`src/rtl/brk_pkg.sv`:
```
package brk_pkg;
  localparam int BRK_AW = 32;
  localparam int BRK_DW = 32;

  typedef struct packed {
    logic       local_only;
    logic [1:0] size;
    logic [1:0] dir;
    logic [1:0] kind;
  } cond_t;

  localparam int COND_W = $bits(cond_t);

  function automatic logic kind_ok(input logic [1:0] kind, input logic fetch);
    return fetch ? kind[0] : kind[1];
  endfunction

  function automatic logic dir_ok(input logic [1:0] dir, input logic fetch, input logic wr);
    logic wr_eff;
    wr_eff = wr & ~fetch;
    return wr_eff ? dir[1] : dir[0];
  endfunction

  function automatic logic size_ok(input logic [1:0] want, input logic [1:0] bsz);
    return (want == 2'd0) || (want == bsz + 2'd1);
  endfunction

  function automatic logic [BRK_DW-1:0] lane_mask(input logic [1:0] bsz, input logic [1:0] lo);
    logic [BRK_DW-1:0] m;
    case (bsz)
      2'd0:    m = {{(BRK_DW-8){1'b0}}, 8'hFF} << {lo, 3'b000};
      2'd1:    m = {{(BRK_DW-16){1'b0}}, 16'hFFFF} << {lo[1], 4'b0000};
      default: m = '1;
    endcase
    return m;
  endfunction
endpackage

```
`src/rtl/brk_regs.sv`:
```
module brk_regs
  import brk_pkg::*;
#(
  parameter int NCH  = 2,
  parameter int AW   = BRK_AW,
  parameter int DW   = BRK_DW,
  parameter int RIDX = 4,
  parameter int SEQ_BIT = 3
) (
  input  logic                      clk,
  input  logic                      rst_n,
  input  logic                      reg_we,
  input  logic [RIDX-1:0]           reg_idx,
  input  logic [AW-1:0]             reg_wdata,
  output logic [NCH-1:0][AW-1:0]    c_addr,
  output logic [NCH-1:0][AW-1:0]    c_amask,
  output logic [NCH-1:0][DW-1:0]    c_data,
  output logic [NCH-1:0][DW-1:0]    c_dmask,
  output cond_t [NCH-1:0]           c_cond,
  output logic                      seq_mode,
  output logic                      ctrl_wr,
  output logic [NCH-1:0]            clr
);
  localparam int REGS_PER_CH = 5;
  localparam logic [RIDX-1:0] CTRL_IDX = RIDX'(NCH * REGS_PER_CH);
  localparam logic [RIDX-1:0] CLR_IDX  = RIDX'(NCH * REGS_PER_CH + 1);

  for (genvar ch = 0; ch < NCH; ch++) begin : g_ch
    localparam logic [RIDX-1:0] I_ADDR  = RIDX'(ch * REGS_PER_CH + 0);
    localparam logic [RIDX-1:0] I_AMASK = RIDX'(ch * REGS_PER_CH + 1);
    localparam logic [RIDX-1:0] I_DATA  = RIDX'(ch * REGS_PER_CH + 2);
    localparam logic [RIDX-1:0] I_DMASK = RIDX'(ch * REGS_PER_CH + 3);
    localparam logic [RIDX-1:0] I_COND  = RIDX'(ch * REGS_PER_CH + 4);

    always_ff @(posedge clk) begin
      if (!rst_n) begin
        c_addr[ch]  <= '0;
        c_amask[ch] <= '0;
        c_data[ch]  <= '0;
        c_dmask[ch] <= '0;
        c_cond[ch]  <= '0;
      end else if (reg_we) begin
        if (reg_idx == I_ADDR)  c_addr[ch]  <= reg_wdata;
        if (reg_idx == I_AMASK) c_amask[ch] <= reg_wdata;
        if (reg_idx == I_DATA)  c_data[ch]  <= reg_wdata[DW-1:0];
        if (reg_idx == I_DMASK) c_dmask[ch] <= reg_wdata[DW-1:0];
        if (reg_idx == I_COND)  c_cond[ch]  <= cond_t'(reg_wdata[COND_W-1:0]);
      end
    end
  end

  assign ctrl_wr = reg_we && (reg_idx == CTRL_IDX);
  assign clr     = (reg_we && (reg_idx == CLR_IDX)) ? reg_wdata[NCH-1:0] : '0;

  always_ff @(posedge clk) begin
    if (!rst_n)       seq_mode <= 1'b0;
    else if (ctrl_wr) seq_mode <= reg_wdata[SEQ_BIT];
  end
endmodule

```
`src/rtl/brk_chan_match.sv`:
```
module brk_chan_match
  import brk_pkg::*;
#(
  parameter int AW = BRK_AW,
  parameter int DW = BRK_DW
) (
  input  logic          bus_valid,
  input  logic          bus_local,
  input  logic          bus_fetch,
  input  logic          bus_write,
  input  logic [1:0]    bus_size,
  input  logic [AW-1:0] bus_addr,
  input  logic [DW-1:0] bus_data,
  input  logic [AW-1:0] c_addr,
  input  logic [AW-1:0] c_amask,
  input  logic [DW-1:0] c_data,
  input  logic [DW-1:0] c_dmask,
  input  cond_t         c_cond,
  output logic          hit
);
  logic cyc_ok, addr_ok, align_ok, data_ok;

  assign cyc_ok   = kind_ok(c_cond.kind, bus_fetch)
                 && dir_ok(c_cond.dir, bus_fetch, bus_write)
                 && size_ok(c_cond.size, bus_size)
                 && (!c_cond.local_only || bus_local);
  assign addr_ok  = ((bus_addr ^ c_addr) & ~c_amask) == '0;
  assign align_ok = !bus_fetch || !bus_addr[0];
  assign data_ok  = bus_fetch
                 || (((bus_data ^ c_data) & ~c_dmask & lane_mask(bus_size, bus_addr[1:0])) == '0);
  assign hit      = bus_valid && cyc_ok && addr_ok && align_ok && data_ok;
endmodule

```
`src/rtl/brk_seq.sv`:
```
module brk_seq #(
  parameter int NCH = 2
) (
  input  logic           clk,
  input  logic           rst_n,
  input  logic [NCH-1:0] hit,
  input  logic           seq_mode,
  input  logic           ctrl_wr,
  input  logic [NCH-1:0] clr,
  output logic           brk_req,
  output logic [NCH-1:0] flag,
  output logic           armed
);
  logic           req_n, arm_n;
  logic [NCH-1:0] set_n;

  always_comb begin
    req_n = 1'b0;
    set_n = '0;
    arm_n = armed;
    if (!seq_mode) begin
      req_n = |hit;
      set_n = hit;
      arm_n = 1'b0;
    end else if (armed) begin
      req_n    = hit[1];
      set_n[1] = hit[1];
      if (hit[1]) arm_n = 1'b0;
    end else begin
      set_n[0] = hit[0];
      arm_n    = hit[0];
    end
    if (ctrl_wr) arm_n = 1'b0;
  end

  always_ff @(posedge clk) begin
    if (!rst_n) begin
      brk_req <= 1'b0;
      flag    <= '0;
      armed   <= 1'b0;
    end else begin
      brk_req <= req_n;
      flag    <= (flag & ~clr) | set_n;
      armed   <= arm_n;
    end
  end
endmodule

```
`src/rtl/bus_brk_unit.sv`:
```
module bus_brk_unit
  import brk_pkg::*;
#(
  parameter int AW   = BRK_AW,
  parameter int DW   = BRK_DW,
  parameter int RIDX = 4
) (
  input  logic            clk,
  input  logic            rst_n,
  input  logic            bus_valid,
  input  logic            bus_local,
  input  logic            bus_fetch,
  input  logic            bus_write,
  input  logic [1:0]      bus_size,
  input  logic [AW-1:0]   bus_addr,
  input  logic [DW-1:0]   bus_data,
  input  logic            reg_we,
  input  logic [RIDX-1:0] reg_idx,
  input  logic [AW-1:0]   reg_wdata,
  output logic            brk_req,
  output logic [1:0]      match_flag
);
  localparam int NCH = 2;

  logic [NCH-1:0][AW-1:0] c_addr, c_amask;
  logic [NCH-1:0][DW-1:0] c_data, c_dmask;
  cond_t [NCH-1:0]        c_cond;
  logic                   seq_mode, ctrl_wr, armed;
  logic [NCH-1:0]         clr, hit;
  logic                   hit_a, hit_b;

  brk_regs #(.NCH(NCH), .AW(AW), .DW(DW), .RIDX(RIDX)) u_regs (
    .clk(clk), .rst_n(rst_n), .reg_we(reg_we), .reg_idx(reg_idx), .reg_wdata(reg_wdata),
    .c_addr(c_addr), .c_amask(c_amask), .c_data(c_data), .c_dmask(c_dmask), .c_cond(c_cond),
    .seq_mode(seq_mode), .ctrl_wr(ctrl_wr), .clr(clr)
  );

  for (genvar ch = 0; ch < NCH; ch++) begin : g_match
    brk_chan_match #(.AW(AW), .DW(DW)) u_match (
      .bus_valid(bus_valid), .bus_local(bus_local), .bus_fetch(bus_fetch),
      .bus_write(bus_write), .bus_size(bus_size), .bus_addr(bus_addr), .bus_data(bus_data),
      .c_addr(c_addr[ch]), .c_amask(c_amask[ch]), .c_data(c_data[ch]),
      .c_dmask(c_dmask[ch]), .c_cond(c_cond[ch]), .hit(hit[ch])
    );
  end

  assign hit_a = hit[0];
  assign hit_b = hit[1];

  brk_seq #(.NCH(NCH)) u_seq (
    .clk(clk), .rst_n(rst_n), .hit(hit), .seq_mode(seq_mode), .ctrl_wr(ctrl_wr),
    .clr(clr), .brk_req(brk_req), .flag(match_flag), .armed(armed)
  );
endmodule

```
`config.mk`:
```
export PLATFORM = sky130hd
export DESIGN_NAME = bus_brk_unit
export DESIGN_NICKNAME = d
export VERILOG_FILES = /design/src/rtl/brk_pkg.sv /design/src/rtl/brk_regs.sv /design/src/rtl/brk_chan_match.sv /design/src/rtl/brk_seq.sv /design/src/rtl/bus_brk_unit.sv
export SDC_FILE = /design/constraint.sdc
export NUM_CORES = 1
export LEC_CHECK = 0
export BUFFER_PORTS_ARGS = -buffer_cell sky130_fd_sc_hd__clkbuf_2
export CAP_MARGIN = 10
export CELL_PAD_IN_SITES_DETAIL_PLACEMENT = 1
export CELL_PAD_IN_SITES_GLOBAL_PLACEMENT = 2
export CORE_ASPECT_RATIO = 0.5
export CORE_UTILIZATION = 25
export CTS_BUF_LIST = sky130_fd_sc_hd__clkbuf_16
export DETAILED_ROUTE_END_ITERATION = 10
export HOLD_SLACK_MARGIN = 0.12
export PLACE_DENSITY_LB_ADDON = 0.05
export SLEW_MARGIN = 20
export SYNTH_ARGS = -nofsm -noshare
export SYNTH_HDL_FRONTEND = slang
export SYNTH_HIERARCHICAL = 1
export SYNTH_SLANG_ARGS = --single-unit
```
`constraint.sdc`:
```
create_clock -name clk -period 1.6 [get_ports clk]
set_input_delay 0.16 -clock clk [delete_from_list [all_inputs] [get_ports clk]]
set_output_delay 0.16 -clock clk [all_outputs]
set_load 0.01 [all_outputs]
```
# Yosys cells after proc, flatten, opt, wreduce, memory -nomap -nowiden
# Cells that the tools add are included.
# classes
bitwise_logic	21
n_eq_ne	14
n_shift	2
muxes	12
add_sub_neg	1
n_reduce_logical	47
# op_table
operator	count
$and A32 B32 Y32	6
$logic_not A32 Y1	4
$not A32 Y32	4
$xor A32 B32 Y32	4
$pmux W32 S2	1
$shl A16 B5 Y32 const A	1
$shl A8 B5 Y32 const A	1
$reduce_and A2 Y1	10
$eq A4 B3 Y1 const B	4
$eq A4 B4 Y1 const B	4
$logic_and A1 B1 Y1	16
$mux W1	9
$eq A4 B2 Y1 const B	2
$logic_or A1 B1 Y1	7
$logic_not A2 Y1	3
$eq A2 B2 Y1	2
$eq A4 B1 Y1 const B	1
$logic_not A1 Y1	4
$logic_not A4 Y1	1
$mux W2	2
$not A1 Y1	3
$reduce_or A3 Y1	1
$add A2 B1 Y2 const B	1
$and A2 B2 Y2	1
5 further kinds	5
# totals
ff_bits	275
word_cells	117
output_inout_bits	3
inputBits	109

# Logic depth before layout (Yosys ltp)
# Gate-level depths: netlist of run 1.
# depth
word_depth	13
depth_mapped	10
depth_no_buf	10

# By module
# Netlist of run 1, hierarchy kept.
# by_module_without_submodules
mod	instances	area_per_inst_um2	cells_per_inst
brk_regs	1	9808.2	930
brk_chan_match	2	1023.5	135
brk_seq	1	160.2	16

# Least setup slack after synthesis of run 1
# Ideal clock, no wire load.
# synth_timing
kind	input -> register
startpoint	input port bus_size[0]
endpoint	register u_seq.armed
t_arrival_ns	1.638
n_path_buf	0
slack_ns	-0.098
path_stages	10
cell_sequence	inv_1 > ha_1 > nor2b_1 > o21ai_0 > o21ai_0 > nor3_1 > nand4_1 > nor3_2 > o21ai_0 > and4bb_2
# synth_via
word_cells_on_any_way	28
# synth_rtl
element	line	rtl
start: declaration	bus_brk_unit.sv:14	input logic [1:0] bus_size,
$add A2 B1 Y2	brk_pkg.sv:25	return (want == 2'd0) || (want == bsz + 2'd1);
$eq A2 B2 Y1	brk_pkg.sv:25	
$logic_or A1 B1 Y1	brk_pkg.sv:25	
$logic_and A1 B1 Y1	brk_chan_match.sv:25	&& size_ok(c_cond.size, bus_size)
$logic_and A1 B1 Y1	brk_chan_match.sv:26	&& (!c_cond.local_only || bus_local);
$logic_and A1 B1 Y1 (3 in series)	brk_chan_match.sv:31	assign hit = bus_valid && cyc_ok && addr_ok && align_ok && data_ok;
$logic_and A1 B1 Y1 *	brk_chan_match.sv:31	
named net hit_a	bus_brk_unit.sv:30	logic hit_a, hit_b;
$mux W1 *	brk_seq.sv:25	end else if (armed) begin
end signal: assignment	brk_seq.sv:44	armed <= arm_n;
end: declaration	brk_seq.sv:12	output logic armed
# The timed path passes the listed nets; every way through them passes the cells marked *.
# A chain may end at the register's enable or synchronous reset.

# Worst setup path in the final report of run 1
# layout_timing
startpoint	register u_regs/c_data[53] (netlist bit)
endpoint	register u_seq.armed
# layout_via
elab_chain_cells	8
# layout_rtl
element	line	rtl
start: declaration	brk_regs.sv:17	output logic [NCH-1:0][DW-1:0] c_data,
start signal: indexed assignment	brk_regs.sv:45	if (reg_idx == I_DATA) c_data[ch] <= reg_wdata[DW-1:0];
$xor A32 B32 Y32	brk_chan_match.sv:30	|| (((bus_data ^ c_data) & ~c_dmask & lane_mask(bus_size, bus_addr[1:0])) == '0);
$and A32 B32 Y32 (2 in series)	brk_chan_match.sv:30	
$logic_not A32 Y1	brk_chan_match.sv:30	
$logic_or A1 B1 Y1	brk_chan_match.sv:30	
$logic_and A1 B1 Y1	brk_chan_match.sv:31	
named net hit_b	bus_brk_unit.sv:30	
$mux W1	brk_seq.sv:28	if (hit[1]) arm_n = 1'b0;
$mux W1	brk_seq.sv:25	
# The timed path passes the listed nets, and every way through them passes these cells.

==> flow_summary.toml, run 1 <==
[outcome]
status = "finished, violations left"
violations = "setup timing"

[yosys]
synthMuxAreaShare_pct = 22.74
syn-cell-area_sq_um = 12020
syn_nets = 1329
yosysMostFrequentCell = "nand2_1"
yosys.area.top_type = "dfxtp_1"
synth_fa_ha_area_share_pct = 0.4165
synth_top_family_by_area = "multiplexers"
ys_top_cells_by_area = "dfxtp_1 (46%), mux2i_1 (23%), nand2_1 (9.7%), xnor2_1 (9.3%), o22ai_1 (2.9%)"
async_reset_ff_share_pct = 0
synth_cell_types = 43
yosys.area_share.simple_pct = 13.60
yosysWarnings = 6
synth_top_area_share_pct = 45.82
synth_top_flop_cell = "dfxtp_1"
synth_compound_area_share_pct = 4.655
synth_edf_count = 0
yosys.area_share.xor_xnor_pct = 9.330
syn_inst = 1216
ys_ff_latch = 275
avgSynthCellArea_sq_um = 9.881
seq_area_frac_synth_pct = 45.82
synthTopCellsByCount = "nand2_1 (312), dfxtp_1 (275), mux2i_1 (273)"

[finish]
fillers = 5325
drive_gt1_share_pct = 23.33
finalInstanceArea_sq_um = 15210
utilization_pct = 32.25
area_delta_synth_final_pct = 26.55
final_cells = 2044
diodes = 0
finalNetCount = 1496

[min_path]
hold_path_class = "in2reg"

[routing]
vias = 9106
wl_per_cell_um = 19.55
ant_nets = 0
firstDrtPassIters = 6
dr.first_iter.drc_count = 295
vias_per_cell = 4.455
drc_errors = 0
wl_um = 39960

[floorplanning]
dieArea_sq_um = 49000
boundaryPins = 112
core_area_sq_um = 47160
die_w_um = 312.0
start_util_pct = 25.48
fp-row-count = 56
die_y_um = 157.0

[clock_tree]
cts_made_buffers = 29
cts_tree = "done"
insertion_delay_ps = 580
clock-sinks = 275
cts.clk_slew.worst_paths_ps = 70
cts_max_path_buffers = 3
cts_root_buffer = "clkbuf_16"
htreeDepth = 1

[pwr]
ir_drop_mv = 0.5399
internal-power_uw = 11140
p_seq_share_pct = 46.6
leakagePower_uw = 0.006285
p_total_uw = 15000
clockPowerShare_pct = 44.4
sw_frac_of_total_pct = 25.75
comb_power_share_pct = 9.0
pwr_density_cell_nw_per_um2 = 986.6
p_sw_uw = 3864

[sta]
fin_worst_skew_ps = 12.57
fmax_mhz = 510.1
slew_violations = 0
tightest_slew_ps = 567.4
worst_slew_margin_rel_pct = 62.08
tns_ps = -1117
rsz0062_at_grt = "true"
period_share_pct = 122.5
setup_viol = 4
layout_setup_ws_ps = -360.4
hold_viol = 0
post-route-min-period_ps = 1960

[critical_path]
worst_setup_path_end_kind = "register"
path_max_fanout = 3
worst-endpoint-required_ps = 2060
critPathKind = "reg2reg"
crit_arrival_ps = 2420
start_kind = "register"

[global_route]
grt_usage_pct = 16.17
first_global_vias = 9603
antenna_found_initial = 0
grt-ovfl-total = 0
grt_pass1_wl_um = 60000
grt_max_degree = 51

[flow_run]
drv_cap = 0

[placed_design]
dp_cells = 1972
portBuffers = 111
dpl_cell_area_sq_um = 13690
hpwl_um = 28320
place_congestion = 0.7487
==> power groups by stage <==
stage	Sequential (uW)	Clock (uW)	Combinational (uW)
after global routing	7000	7220	1460
after CTS	6990	6940	1340
after detailed placement	7140	0	1270
after floorplan	7130	0	657
final	6990	6660	1350
after global placement	7140	0	1250
==> critical path, stage by stage (launching register included) <==
cell,delay [ps]
dfxtp_1,320
xnor2_1,200
o22ai_1,180
nor4_2,280
buf_4,160
nand2_1,60
nand3_2,90
a21oi_2,70
nor3_4,160
nand2_1,100
and4bb_2,220
==> metal layers <==
| layer | vias up | track usage (%) | part of all wire [%] |
|---|---|---|---|
| li1 | 4470 | - | - |
| met1 | 4508 | 22.68 | 50 |
| met2 | 86 | 26.73 | 46 |
| met3 | 42 | 2.148 | 2.7 |
| met4 | 0 | 2.684 | 1.4 |
| met5 | - | 0 | 0 |
==> layout make-up <==
cell class	count	area, sq um	share of cell area, %
multi-input cells	871	6524	42.90
clock buffers	29	725.7	4.772
repair buffers	200	1421	9.347
well taps	638	798.3	5.250
clock inverters	25	181.4	1.193
flip-flops and latches	275	5533	36.39
inverters	6	22.52	0.1481
==> placed cells by master, fill, tap and decap left out, types with 3 or more instances in the layout <==
| cell | synthesis | routed |
|---|---|---|
| nand2_1 | 312 | 308 |
| o21bai_1 | 3 | 3 |
| buf_12 | 0 | 11 |
| nor2_4 | 0 | 3 |
| mux2i_1 | 273 | 273 |
| nor2b_1 | 4 | 3 |
| o21ai_2 | 0 | 3 |
| nand3b_1 | 3 | 3 |
| nor3_2 | 2 | 4 |
| o22ai_1 | 56 | 41 |
| nor4_2 | 4 | 7 |
| o22ai_2 | 0 | 15 |
| ha_1 | 4 | 4 |
| nor2_1 | 11 | 11 |
| buf_4 | 1 | 58 |
| nand3_2 | 4 | 6 |
| inv_1 | 6 | 11 |
| dlygate4sd3_1 | 0 | 20 |
| xnor2_2 | 0 | 28 |
| clkinv_2 | 0 | 11 |
| o21ai_1 | 4 | 6 |
| clkinv_1 | 0 | 5 |
| o221ai_1 | 4 | 4 |
| clkbuf_2 | 0 | 110 |
| nand2_2 | 0 | 4 |
| dfxtp_2 | 0 | 22 |
| clkbuf_16 | 0 | 29 |
| xnor2_1 | 128 | 100 |
| dfxtp_1 | 275 | 253 |
| and3b_1 | 3 | 3 |
| nor3_1 | 6 | 3 |
| o21ai_0 | 14 | 9 |
==> sequential cells by signal, indices dropped and copies added, names as in the netlist <==
| register | cells |
|---|---|
| u_regs/c_dmask | 64 |
| u_regs/c_data | 64 |
| u_seq/armed | 1 |
| u_regs/c_amask | 64 |
| u_regs/seq_mode | 1 |
| u_regs/c_addr | 64 |
| u_seq/brk_req | 1 |
| u_regs/c_cond | 14 |
| u_seq/flag | 2 |
==> through the flow <==
stage               hold slack [ps]  worst slack (ps)
global route                  150.7            -461.9
detailed placement            446.5            -572.0
global placement              443.2            -423.6
finish                        155.2            -360.4
floorplan                     299.3            0.3002
CTS                           124.7            -439.8
==> path summary, 6_finish.rpt <==
kind	end	startpoint	slack, ps	cells past startpoint
worst min register to register	u_regs/c_cond[13]	u_regs/c_cond[13]	460	2
worst max-delay path	u_seq/armed	u_regs/c_data[53]	-360	10
worst min-delay path	u_regs/c_dmask[54]	reg_wdata[22]	160	3
worst max register to register	u_seq/armed	u_regs/c_data[53]	-360	10
==> logic make-up (layout without fill, tap and decap cells) <==
logic type | Yosys count | count (layout)
mux | 273 | 273
buf+inv | 70 | 260
fa+ha+maj | 4 | 4
simple gates | 377 | 377
xor+xnor | 128 | 128
compound gates | 89 | 89
flops | 275 | 275
==> what timing repair did <==
| item | in CTS | in global routing |
|---|---|---|
| endpoints found under the setup margin | 4 | 4 |
| buffers inserted | 0 | 0 |
| pin swaps | 43 | 40 |
| resized for setup | 42 | 44 |
| hold endpoints to repair | 121 | 0 |
| gates cloned | 0 | 0 |
| hold buffers | 20 | 0 |
No activity file was read; power rests on OpenSTA's default activity.
==> inputs of run 2 (changes only) <==
--- a/config.mk
+++ b/config.mk
@@ -9,7 +9,6 @@
 export CAP_MARGIN = 10
 export CELL_PAD_IN_SITES_DETAIL_PLACEMENT = 1
 export CELL_PAD_IN_SITES_GLOBAL_PLACEMENT = 2
-export CORE_ASPECT_RATIO = 0.5
 export CORE_UTILIZATION = 25
 export CTS_BUF_LIST = sky130_fd_sc_hd__clkbuf_16
 export DETAILED_ROUTE_END_ITERATION = 10
==> flow_summary.toml, run 2 (same netlist as run 1, synthesis figures left out) <==
[finish]
area_delta_synth_final_pct = 28.90
mostFrequentLayoutCells = "nand2_1 (310), mux2i_1 (273), dfxtp_1 (250)"
final_common_cell = "nand2_1"
drive_gt1_share_pct = 24.15
utilization_pct = 32.99
finalNetCount = 1499

[placed_design]
pre_cts_slack_ps = -726.4
place_congestion = 0.7503
hpwl_um = 28330
portBuffers = 111

[min_path]
hold_path_class = "in2reg"

[sta]
layout_setup_ws_ps = -385.7
hold_viol = 0
hold-worst-slack_ps = 132.4
post-route-min-period_ps = 1986
setup_viol = 4
rsz0062_at_grt = "true"
fmax_mhz = 503.6
period_share_pct = 124.1
fin_worst_skew_ps = 17.10
slew_violations = 0
tightest_slew_ps = 575.7
worst_slew_margin_rel_pct = 61.53

[routing]
vias = 9060
dr.first_iter.drc_count = 300
drc_errors = 0
wl_um = 39690
vias_per_cell = 4.485
firstDrtPassIters = 4
ant_nets = 0
wl_per_cell_um = 19.65

[global_route]
grt_pass1_wl_um = 60730
first_global_vias = 9777
antenna_found_initial = 3
grt_usage_pct = 16.36
grt-ovfl-total = 0
grt_max_degree = 39

[critical_path]
crit_family = "simple AND/OR/NAND/NOR gates"
cp.buffers_inverters = 1
critPathKind = "reg2reg"
crit_arrival_ps = 2460
start_kind = "register"
cp_slowest_stage_delay_ps = 340
worst_setup_path_end_kind = "register"
cpMaxStageDelayCell = "dfxtp_2"
worst-endpoint-required_ps = 2070
path_max_fanout = 3
crit_chain = "xnor2_2, o22a_1, o221ai_2, nor3_2, buf_4, nand4_1, nor3_4, o21ai_1, and4bb_2"

[pwr]
comb_power_share_pct = 8.5
leakagePower_uw = 0.006450
sw_frac_of_total_pct = 24.98
clockPowerShare_pct = 48.0
pwr_density_cell_nw_per_um2 = 1037
p_seq_share_pct = 43.6
p_sw_uw = 4011
ir_drop_mv = 0.6908
internal-power_uw = 12040

[floorplanning]
dieArea_sq_um = 48940
die_w_um = 221.2
core_area_sq_um = 46950
boundaryPins = 112
die_y_um = 221.2
start_util_pct = 25.59
fp-row-count = 79

[outcome]
status = "finished, violations left"
violations = "setup timing"

[clock_tree]
htreeDepth = 2
cts_tree = "done"
clock-sinks = 275
cts_root_buffer = "clkbuf_16"
insertion_delay_ps = 540
cts.clk_slew.worst_paths_ps = 60
cts_made_buffers = 37
cts_max_path_buffers = 3

[flow_run]
drv_cap = 0
run 2: final timing paths:
path,from,end,slack (ps),depth (start not counted)
max,u_regs/c_addr[19],u_seq/armed,-390,9
min,reg_wdata[23],u_regs/c_data[23],130,3
max reg2reg,u_regs/c_addr[19],u_seq/armed,-390,9
min reg2reg,u_regs/c_amask[42],u_regs/c_amask[42],460,2
run 2: layer usage:
layer	vias to the layer above	track usage (%)	share of wire, %
met5	-	0	0.068
met4	4	4.309	2.0
met3	48	3.054	3.0
met2	98	27.26	47
met1	4431	21.58	48
li1	4479	-	-
run 2: metrics by stage:
| step | total power (uW) | cells | area [sq um] | setup TNS (ps) |
|---|---|---|---|---|
| floorplan | 7783 | 1216 | 12020 | 0 |
| global placement | 8419 | 1940 | 13730 | -2429 |
| detailed placement | 8419 | 1940 | 13730 | -2560 |
| CTS | 16420 | 2018 | 15350 | -1266 |
| global route | 16800 | 2019 | 15480 | -1728 |
| finish | 16050 | 2020 | 15490 | -1254 |
run 2: power by group through the flow:
stage	clock network, uW	registers [uW]	logic, uW
after detailed placement	0	7140	1280
final	7700	7000	1360
after global placement	0	7140	1280
after floorplan	0	7130	657
after CTS	8050	7000	1380
after global routing	8320	7000	1480
run 2: final cells by class:
type,instances,area [sq um]
flip-flops and latches,275,5537
fillers,5264,31460
clock inverters,26,133.9
diodes,1,2.502
multi-input cells,871,6608
well taps,607,759.5
repair buffers,195,1449
clock buffers,39,975.9
inverters,6,22.52
run 2: worst min-delay path, delay by kind of cell:
family / cells / cell delay (ps)
AND/OR/NAND/NOR: 1 / 270
multiplexers: 1 / 110
buffers and inverters: 1 / 80
run 2: repair_timing:
item,CTS,global route
hold endpoints to repair,67,0
pin swaps,48,25
buffers inserted,2,1
hold buffers,11,0
endpoints found under the setup margin,4,4
gates cloned,0,0
gates resized for setup,76,24
